$ cat src/rtl/fsyn_pkg.sv
package fsyn_pkg;

    localparam int R_W    = 6;
    localparam int M_W    = 9;
    localparam int A_W    = 4;
    localparam int WORD_W = R_W + M_W + A_W + 1;
    localparam int OPT_W  = 8;
    localparam int SEL_W  = 2;

    // Packed MSB first, so the reference field sits at the low end.
    typedef struct packed {
        logic           bypass;
        logic [A_W-1:0] a;
        logic [M_W-1:0] m;
        logic [R_W-1:0] r;
    } freq_word_t;

    typedef enum logic [SEL_W-1:0] {
        DBG_LOW  = 2'd0,
        DBG_MAIN = 2'd1,
        DBG_REF  = 2'd2,
        DBG_MSEL = 2'd3
    } dbg_sel_t;

    typedef struct packed {
        logic [OPT_W-SEL_W-1:0] spare;
        dbg_sel_t               dsel;
    } opt_word_t;

    function automatic freq_word_t pin_word(
        input logic [R_W-1:0] r,
        input logic [M_W-1:0] m,
        input logic [A_W-1:0] a
    );
        freq_word_t w;
        w.bypass = 1'b0;
        w.a      = a;
        w.m      = m;
        w.r      = r;
        return w;
    endfunction

endpackage

$ cat src/rtl/fsyn_rise_det.sv
module fsyn_rise_det #(
    parameter int N = 2
) (
    input  logic         clk,
    input  logic [N-1:0] sig_in,
    output logic [N-1:0] rise
);
    logic [N-1:0] prev_q;

    always_ff @(posedge clk) begin
        prev_q <= sig_in;
    end

    assign rise = sig_in & ~prev_q;
endmodule

$ cat src/rtl/fsyn_shift_lsb.sv
module fsyn_shift_lsb #(
    parameter int W = 8
) (
    input  logic         clk,
    input  logic         rst,
    input  logic         shift_en,
    input  logic         din,
    output logic [W-1:0] q
);
    always_ff @(posedge clk) begin
        if (rst) begin
            q <= '0;
        end else if (shift_en) begin
            q <= {din, q[W-1:1]};
        end
    end
endmodule

$ cat src/rtl/fsyn_dbg_mux.sv
module fsyn_dbg_mux
    import fsyn_pkg::*;
(
    input  opt_word_t opt,
    input  logic      enh_n,
    input  logic      main_tick,
    input  logic      ref_tick,
    input  logic      msel_in,
    output logic      dbg_out
);
    logic unused_opt_spare;
    assign unused_opt_spare = ^opt.spare;

    always_comb begin
        dbg_out = 1'b0;
        if (!enh_n) begin
            unique case (opt.dsel)
                DBG_LOW:  dbg_out = 1'b0;
                DBG_MAIN: dbg_out = main_tick;
                DBG_REF:  dbg_out = ref_tick;
                DBG_MSEL: dbg_out = msel_in;
                default:  dbg_out = 1'b0;
            endcase
        end
    end
endmodule

$ cat src/rtl/fsyn_loader.sv
module fsyn_loader
    import fsyn_pkg::*;
(
    input  logic           clk,
    input  logic           rst,
    input  logic           ser_clk,
    input  logic           ser_data,
    input  logic           ser_sel,
    input  logic           load_strobe,
    input  logic           direct_mode,
    input  logic [R_W-1:0] dir_r,
    input  logic [M_W-1:0] dir_m,
    input  logic [A_W-1:0] dir_a,
    input  logic           enh_n,
    input  logic           main_tick,
    input  logic           ref_tick,
    input  logic           msel_in,
    output logic [R_W-1:0] div_r,
    output logic [M_W-1:0] div_m,
    output logic [A_W-1:0] div_a,
    output logic           pre_bypass,
    output logic           dbg_out
);
    localparam int N_STROBES = 2;
    localparam int IDX_SCLK  = 0;
    localparam int IDX_LOAD  = 1;

    logic [N_STROBES-1:0] rise;
    logic [WORD_W-1:0]    pri_q;
    logic [OPT_W-1:0]     opt_q;
    freq_word_t           act_q;
    freq_word_t           eff_w;

    fsyn_rise_det #(.N(N_STROBES)) u_rise (
        .clk    (clk),
        .sig_in ({load_strobe, ser_clk}),
        .rise   (rise)
    );

    fsyn_shift_lsb #(.W(WORD_W)) u_pri_sr (
        .clk      (clk),
        .rst      (rst),
        .shift_en (rise[IDX_SCLK] & ~ser_sel),
        .din      (ser_data),
        .q        (pri_q)
    );

    fsyn_shift_lsb #(.W(OPT_W)) u_opt_sr (
        .clk      (clk),
        .rst      (rst),
        .shift_en (rise[IDX_SCLK] & ser_sel),
        .din      (ser_data),
        .q        (opt_q)
    );

    always_ff @(posedge clk) begin
        if (rst) begin
            act_q <= '0;
        end else if (rise[IDX_LOAD]) begin
            act_q <= freq_word_t'(pri_q);
        end
    end

    assign eff_w      = direct_mode ? pin_word(dir_r, dir_m, dir_a) : act_q;
    assign div_r      = eff_w.r;
    assign div_m      = eff_w.m;
    assign div_a      = eff_w.a;
    assign pre_bypass = eff_w.bypass;

    fsyn_dbg_mux u_dbg (
        .opt       (opt_word_t'(opt_q)),
        .enh_n     (enh_n),
        .main_tick (main_tick),
        .ref_tick  (ref_tick),
        .msel_in   (msel_in),
        .dbg_out   (dbg_out)
    );
endmodule

$ cat config.mk
export PLATFORM = sky130hd
export DESIGN_NAME = fsyn_loader
export DESIGN_NICKNAME = d
export VERILOG_FILES = /design/src/rtl/fsyn_pkg.sv /design/src/rtl/fsyn_rise_det.sv /design/src/rtl/fsyn_shift_lsb.sv /design/src/rtl/fsyn_dbg_mux.sv /design/src/rtl/fsyn_loader.sv
export SDC_FILE = /design/constraint.sdc
export NUM_CORES = 1
export LEC_CHECK = 0
export BUFFER_PORTS_ARGS = -buffer_cell sky130_fd_sc_hd__buf_2
export CORE_MARGIN = 5
export CORE_UTILIZATION = 55
export DETAILED_ROUTE_END_ITERATION = 6
export PLACE_DENSITY = 0.82
export SETUP_SLACK_MARGIN = 0.5
export SLEW_MARGIN = 20
export SYNTH_ARGS = -nofsm -noshare
export SYNTH_HDL_FRONTEND = slang
export SYNTH_SLANG_ARGS = --single-unit
$ cat constraint.sdc
create_clock -name clk -period 2.2 [get_ports clk]
set_input_delay 0.11 -clock clk [delete_from_list [all_inputs] [get_ports clk]]
set_output_delay 0.11 -clock clk [all_outputs]
set_load 0.03 [all_outputs]
* Word level (Yosys, flattened, before mapping)
Index checks and enable logic that the tools add are counted.
Operators by class: reduce and logical (&&, ||, !) cells 1, eq/ne operators 3, mux-type cells 3, bitwise gates (word level) 5
Operator list (count):
- $mux W20 | 1
- $eq A2 B2 Y1 const B | 2
- $pmux W1 S4 | 1
- $and A1 B1 Y1 | 2
- $and A2 B2 Y2 | 1
- $eq A2 B1 Y1 const B | 1
- $logic_not A2 Y1 | 1
- $not A2 Y2 | 1
- $mux W1 | 1
- $not A1 Y1 | 1
Storage, ports and cells: bits in registers 50, output and inout bits 21, bits of input ports 30

* Longest topological paths before layout
Gate-level depths: netlist of the first run.
depth in word-level cells 3, depth in mapped cells 4, gate-level depth less buffers 3

* Modules after synthesis
From an unflattened synthesis of the first run, not the netlist that was laid out.
Second synthesis, totals: cell total of the unflattened synthesis 185, area total of the unflattened synthesis 2118.3 um2
Modules (own cells, without submodules):
- fsyn_loader | area an instance 1032.2 um2, cells an instance 88, instances 1
- fsyn_shift_lsb (u_pri_sr) | area an instance 705.7 um2, cells an instance 64, instances 1
- fsyn_shift_lsb (u_opt_sr) | area an instance 285.3 um2, cells an instance 26, instances 1
- fsyn_rise_det | area an instance 67.6 um2, cells an instance 4, instances 1
- fsyn_dbg_mux | area an instance 27.5 um2, cells an instance 3, instances 1

* Worst setup path before layout of the first run
No wires, ideal clock.
kind flip-flop to output port, start register u_opt_sr.q[1], end output dbg_out, arrival time 1229 ps, data required time 2090 ps, path slack 861 ps, stages on the path, launching flop included 3, path buffers 0, path through dfxtp_1 -> mux2i_1 -> a211oi_1
Between the ends: longest elaborated chain between the ends 3
RTL lines:
- from (decl) | RTL line fsyn_shift_lsb.sv:8 | output logic [W-1:0] q
- from (signal assigned) | RTL line fsyn_shift_lsb.sv:14 | q <= {din, q[W-1:1]};
- $eq A2 B2 Y1, or another cell as far along | RTL line fsyn_dbg_mux.sv:17 | unique case (opt.dsel)
- $pmux W1 S4 * | RTL line fsyn_dbg_mux.sv:17
- $mux W1 * | RTL line fsyn_dbg_mux.sv:16 | if (!enh_n) begin
- to (decl) | RTL line fsyn_loader.sv:22 | output logic dbg_out
Mark *: on every way between the ends. The rest lies on a longest branch, timed or not.

* Worst setup path in the final report of the first run
Same ends and word-level chain as after synthesis.

==> metrics.yaml, run 1 <==
run_status:
  status: "completed"
routing:
  wl_per_cell_um: 12.1
  drtIter0Drc: 75
  drc: 0
  vias: 1713
  drt-total-wl_um: 4010
  firstDrtPassIters: 5
  avgViaCountPerCell: 5.18
  postRouteAntennaNets: 0
synth:
  synthTopCellsByCount: "96 x nand2_1, 50 x dfxtp_1, 49 x a21oi_1"
  synth_adder_area_share: 0
  synth-compound-area-share: 0.127
  synth-async-reset-ratio: 0
  ys_top_cells_by_area: "dfxtp_1 50%, nand2_1 18%, a21oi_1 12%, mux2_2 11%, buf_2 2.8%"
  synth_nets: 269
  syn_inst: 239
  synth_xor_area_frac: 0
  synth_edf_count: 0
  synth_top_area_share: 0.504
  avgSynthCellArea_um2: 8.31
  synthesis.area_um2: 1990
  ys_seq_elements: 50
  synthMostInstantiatedCell: "nand2_1"
  ys_warn_count: 0
  synth_cell_types: 16
  synth_flop_cell: "dfxtp_1"
  ys_seq_area_frac: 0.504
  yosysTopAreaCell: "dfxtp_1"
  yosys.area_share.simple: 0.211
  synthMuxAreaShare: 0.113
  synth_top_family_by_area: "simple AND/OR/NAND/NOR gates"
clocking:
  cts_buffers: 5
  post_cts_resized: 0
  tritoncts: "done"
  clockBufferDepth: 2
  clk_latency_ns: 0.35
  clock-root-buffer: "clkbuf_4"
  h-tree-depth: 2
  cts.clk_slew.worst_paths_ns: 0.13
  cts.sinks: 50
  post_cts_buffers: 0
floorplanning:
  fp.dieW_um: 70.1
  die_h_um: 70.1
  row_count: 21
  io_pins: 51
  initial_core_util: 0.581
  die-area_um2: 4910
  core_area_um2: 3420
worst_hold_path:
  whs_path_depth: 5
  min_path_type: "in2reg"
  holdCritStartpoint: "ser_sel"
  hold_path_end: "u_pri_sr.q[9]"
global_route:
  track_usage: 0.166
  grt_max_degree: 49
  antenna_found_initial: 0
  grt_pass1_vias: 1533
  grt_overflow_total: 0
  grt_pass1_wl_um: 6710
timing:
  fin_crit_ns: 1.44
  max_slew_margin: 0.454
  setup_violations: 0
  fin_crit_sh: 0.654
  fin_skew_ns: 0.0172
  finalWorstSetupSlack_ns: 0.761
  rsz0062_at_grt: "false"
  fin_tns_setup_ns: 0
  worst_slew_pin_slew_ns: 0.819
  report.final.slew_viol_count: 0
  max_freq_mhz: 695
  finalHoldViolCount: 0
setup_path:
  cp_data_arrival_time_ns: 1.33
  crit_chain: "mux2i_1, a211oi_1, buf_2"
  r2r_slack_ns: 0.88
  end_kind: "primary output"
  crit_path_top_delay_cell: "dfxtp_1"
  crit_fanout: 4
  r2r-start: "u_rise.prev_q[1]"
  cp.required_ns: 2.09
  critical_path_class: "reg2out"
  slowest_delay_ns: 0.41
  timing.rr.end: "act_q[16]"
  critical_path.startpoint_type: "flip-flop"
  rr_worst_depth: 3
layout:
  multi_input_area_um2: 896
  finalNetCount: 315
  area_growth_pct: 15.8
  drive_gt1_frac: 0.277
  ff_latch_area_um2: 1000
  nFillCells: 299
  num_antenna_cells: 0
placed_design:
  dp_hpwl_um: 2850
  place_congestion: 0.781
  preCtsSetupSlack_ns: 0.903
  port_buffers: 50
pwr:
  p_total_w: 0.00145
  power_density_nw_per_um2: 631
  ir_worst_vdd_uv: 437
  p_leak_nw: 0.872
run:
  maxCapViolations: 0
layout by cell type (no fill, tap or decap):
| master | synthesis | routed |
|---|---|---|
| nor3b_2 | 1 | 1 |
| a211oi_1 | 1 | 1 |
| buf_2 | 11 | 50 |
| nand2_1 | 96 | 96 |
| dlygate4sd3_1 | 0 | 3 |
| buf_4 | 0 | 2 |
| nand2b_1 | 1 | 1 |
| nor2b_1 | 2 | 2 |
| clkbuf_4 | 0 | 5 |
| a21oi_1 | 49 | 49 |
| mux2_2 | 19 | 19 |
| or3b_4 | 1 | 1 |
| clkbuf_1 | 2 | 1 |
| and3b_1 | 1 | 1 |
| nand3b_1 | 1 | 1 |
| clkinvlp_4 | 0 | 1 |
| mux2i_1 | 1 | 1 |
| dfxtp_1 | 50 | 50 |
through the flow:
step           std cells  instance area [um^2]  hold slack, ns   util
4_1_cts              330                  2290         0.00251  0.670
5_1_grt              331                  2300           0.280  0.673
3_3_place_gp         321                  2220           0.242  0.650
3_5_place_dp         321                  2220           0.247  0.650
6_report             331                  2300           0.279  0.673
2_1_floorplan        239                  1990           0.138      -
worst max-delay path: cells and delay by family (launching register included):
family / cells / cell delay (ns)
buffers and inverters: 1 / 0.23
AO/OA/AOI/OAI: 1 / 0.24
multiplexers: 1 / 0.09
flip-flops: 1 / 0.41
power breakdown:
part	switching, W	internal [W]
sequential	0.00000240	0.000909
clock	0.000261	0.000120
combinational	0.0000997	0.0000594
total	0.000363	0.00109
per-layer routing:
metal | vias to the layer above | share of wire | track usage
li1 | 874 | - | -
met1 | 774 | 0.44 | 0.210
met2 | 56 | 0.47 | 0.269
met3 | 9 | 0.070 | 0.0430
met4 | 0 | 0.021 | 0.0702
met5 | - | 0 | 0
layout make-up:
type / count / share of cell area
clock inverter: 1 / 0.00327
timing repair buffer: 55 / 0.128
tap: 46 / 0.0250
multi-input combinational: 173 / 0.390
sequential: 50 / 0.435
clock buffer: 6 / 0.0180
logic make-up (layout without fill, tap and decap cells):
kind of cell    after synthesis  count (layout)
buf+inv                      16              62
flops                        50              50
simple gates                103             103
compound gates               50              50
mux                          20              20
what timing repair did:
action / 4_1_cts / 5_1_grt
hold buffers: 2 / 1
setup endpoints to repair: 0 / 0
hold endpoints to repair: 2 / 1
how the worst max path moves through the flow:
stage	startpoint	end	slack [ns]	depth (start not counted)
6_report	u_opt_sr.q[1]	dbg_out	0.76	3
5_1_grt	u_opt_sr.q[1]	dbg_out	0.62	3
4_1_cts	u_opt_sr.q[1]	dbg_out	0.75	3
3_5_place_dp	u_rise.prev_q[1]	act_q[16]	0.90	3
3_3_place_gp	u_rise.prev_q[1]	act_q[15]	1.0	3
2_1_floorplan	u_opt_sr.q[1]	dbg_out	0.86	2
sequential cells by signal, indices dropped and copies added (netlist names):
| name | cells |
|---|---|
| u_rise.prev_q | 2 |
| u_opt_sr.q | 8 |
| u_pri_sr.q | 20 |
| act_q | 20 |
(Power assumes the default switching activity.)
==> run 2, diff against run 1 <==
--- a/config.mk
+++ b/config.mk
@@ -7,9 +7,9 @@
 export LEC_CHECK = 0
 export BUFFER_PORTS_ARGS = -buffer_cell sky130_fd_sc_hd__buf_2
 export CORE_MARGIN = 5
-export CORE_UTILIZATION = 55
+export CORE_UTILIZATION = 52
 export DETAILED_ROUTE_END_ITERATION = 6
-export PLACE_DENSITY = 0.82
+export PLACE_DENSITY = 0.79
 export SETUP_SLACK_MARGIN = 0.5
 export SLEW_MARGIN = 20
 export SYNTH_ARGS = -nofsm -noshare
==> constraint.sdc (replaced) <==
create_clock -name clk -period 1.35 [get_ports clk]
set_input_delay 0.0675 -clock clk [delete_from_list [all_inputs] [get_ports clk]]
set_output_delay 0.0675 -clock clk [all_outputs]
set_load 0.03 [all_outputs]
==> run 2 against run 1 <==
Clock power rose by 130%; sequential cell count stayed put; routed wire length is 81% higher; sequential power rose by 64%; worst setup slack worse by 0.65 ns; power up 94%; clock skew decreased by 0.0024 ns; die area grew 4.9%; non-clock buffer count increased by 20; count of clock-buffer cells in the layout up 1; via count rose by 19%; first-iteration DRC count up 63%; highest routed layer unchanged.
==> metrics.yaml, run 2 (synthesis results as in run 1) <==
floorplanning:
  die-area_um2: 5150
  row_count: 22
  die_h_um: 71.8
  io_pins: 51
  core_area_um2: 3690
  initial_core_util: 0.538
  fp.dieW_um: 71.8
layout:
  reg_top3: "act_q: 20 flops, u_pri_sr.q: 20 flops, u_opt_sr.q: 8 flops"
  area_growth_pct: 55.4
  num_antenna_cells: 0
  final_common_cell: "nand2_1"
  drive_gt1_frac: 0.644
  finalNetCount: 338
  most-common-layout-cells: "57 x nand2_1, 33 x a21oi_2, 31 x dfxtp_1, 31 x buf_6, 28 x buf_2"
routing:
  vias: 2041
  avgViaCountPerCell: 5.72
  postRouteAntennaNets: 0
  drt-total-wl_um: 7250
  wl_per_cell_um: 20.3
  drc: 0
  firstDrtPassIters: 5
  drtIter0Drc: 122
global_route:
  grt_max_degree: 49
  antenna_found_initial: 0
  grt_overflow_total: 0
  grt_pass1_wl_um: 8240
  grt_pass1_vias: 1790
  track_usage: 0.198
placed_design:
  port_buffers: 50
  place_congestion: 0.721
  dp_hpwl_um: 2700
clocking:
  clockBufferDepth: 2
  clock-root-buffer: "clkbuf_8"
  tritoncts: "done"
  h-tree-depth: 2
  clk_latency_ns: 0.30
  cts.clk_slew.worst_paths_ns: 0.08
  cts_buffers: 5
  cts.sinks: 50
run:
  maxCapViolations: 0
setup_path:
  timing.rr.end: "u_pri_sr.q[19]"
  r2r_slack_ns: 0.12
  cp-endpoint: "u_pri_sr.q[19]"
  rr_worst_depth: 5
  critical_path_class: "reg2reg"
  end_kind: "flip-flop"
  cp_top_family: "flip-flops"
  r2r-start: "u_rise.prev_q[0]"
  crit_buf_inv: 2
  cp.depth: 5
  cp.required_ns: 1.57
  crit_chain: "nor3b_4, buf_4, buf_6, nand2_1, a21oi_1"
  critical_path.startpoint_type: "flip-flop"
  crit_fanout: 6
  crit_path_top_delay_cell: "dfxtp_4"
  slowest_delay_ns: 0.38
  cp_data_arrival_time_ns: 1.46
  crit_path_start: "u_rise.prev_q[0]"
timing:
  worst_slew_pin_slew_ns: 0.332
  fin_crit_ns: 1.23
  max_slew_margin: 0.779
  report.final.slew_viol_count: 0
  whs_ns: 0.0340
  setup_violations: 0
  fin_tns_setup_ns: 0
  fin_skew_ns: 0.0148
  fin_crit_sh: 0.915
  rsz0062_at_grt: "true"
  max_freq_mhz: 810
  finalHoldViolCount: 0
pwr:
  p_sw_frac: 0.258
  p_leak_nw: 1.28
  comb_power_share: 0.153
  p_switching_w: 0.000724
  ir_worst_vdd_uv: 901
  internal-power_w: 0.00209
  power_density_nw_per_um2: 911
  seq_power_share: 0.529
  clockPowerShare: 0.318
worst_hold_path:
  whs_path_depth: 3
  min_path_type: "in2reg"
run_status:
  status: "completed"
run 2: cell count changes in the layout (fill, tap and decap cells not counted), moves of 18 or more:
cell / change
nand2_1: -39
a21oi_1: -33
a21oi_2: +33
buf_6: +31
nand2_2: +27
buf_2: -22
dfxtp_1: -19
dfxtp_2: +18
run 2: worst min path at each step:
| stage | from | endpoint | slack, ns |
|---|---|---|---|
| after floorplan | load_strobe | u_rise.prev_q[1] | 0.1 |
| after global placement | load_strobe | u_rise.prev_q[1] | 0.20 |
| after detailed placement | load_strobe | u_rise.prev_q[1] | 0.20 |
| after CTS | ser_data | u_opt_sr.q[7] | 0.02 |
| after global routing | ser_data | u_opt_sr.q[7] | 0.04 |
| final | ser_data | u_opt_sr.q[7] | 0.03 |
run 2: cell type report:
type / instances / area (um^2)
Sequential cell: 50 / 1030
Multi-Input combinational cell: 176 / 1270
Clock buffer: 7 / 86.3
Clock inverter: 1 / 5.00
Tap cell: 48 / 60.1
Timing Repair Buffer: 75 / 634
Fill cell: 156 / 603
run 2: timing repair:
item / CTS / global route
cloned: 8 / 3
resized for setup: 73 / 110
endpoints found under the setup margin: 69 / 69
pin swaps: 20 / 41
hold buffers: 2 / 0
buffers inserted: 2 / 8
hold endpoints to repair: 2 / 0
run 2: layer usage:
metal,wire (um),vias up,GRT usage
met5,0,-,0
met4,415,0,0.0814
met3,590,37,0.0393
met2,3560,117,0.335
met1,2680,959,0.246
li1,-,928,-
run 2: power by group through the flow:
stage / combinational [W] / clock [W] / sequential (W)
after floorplan: 0.000180 / 0 / 0.00152
after global placement: 0.000261 / 0 / 0.00152
after detailed placement: 0.000264 / 0 / 0.00152
after CTS: 0.000354 / 0.000880 / 0.00148
after global routing: 0.000444 / 0.000965 / 0.00149
final: 0.000430 / 0.000894 / 0.00149
run 2: stage by stage:
stage               power, W   util  cell area [um^2]  instances  setup WS, ns
floorplan            0.00170      -              2000        239         0.302
global placement     0.00178  0.614              2260        326         0.282
detailed placement   0.00178  0.614              2260        326         0.250
CTS                  0.00272  0.722              2660        346         0.158
global route         0.00290  0.836              3090        357        0.0382
finish               0.00281  0.836              3090        357         0.115
run 2: worst min-delay path, stage by stage:
cell     delay, ns
buf_2         0.11
nand2_1       0.06
a21oi_1       0.06
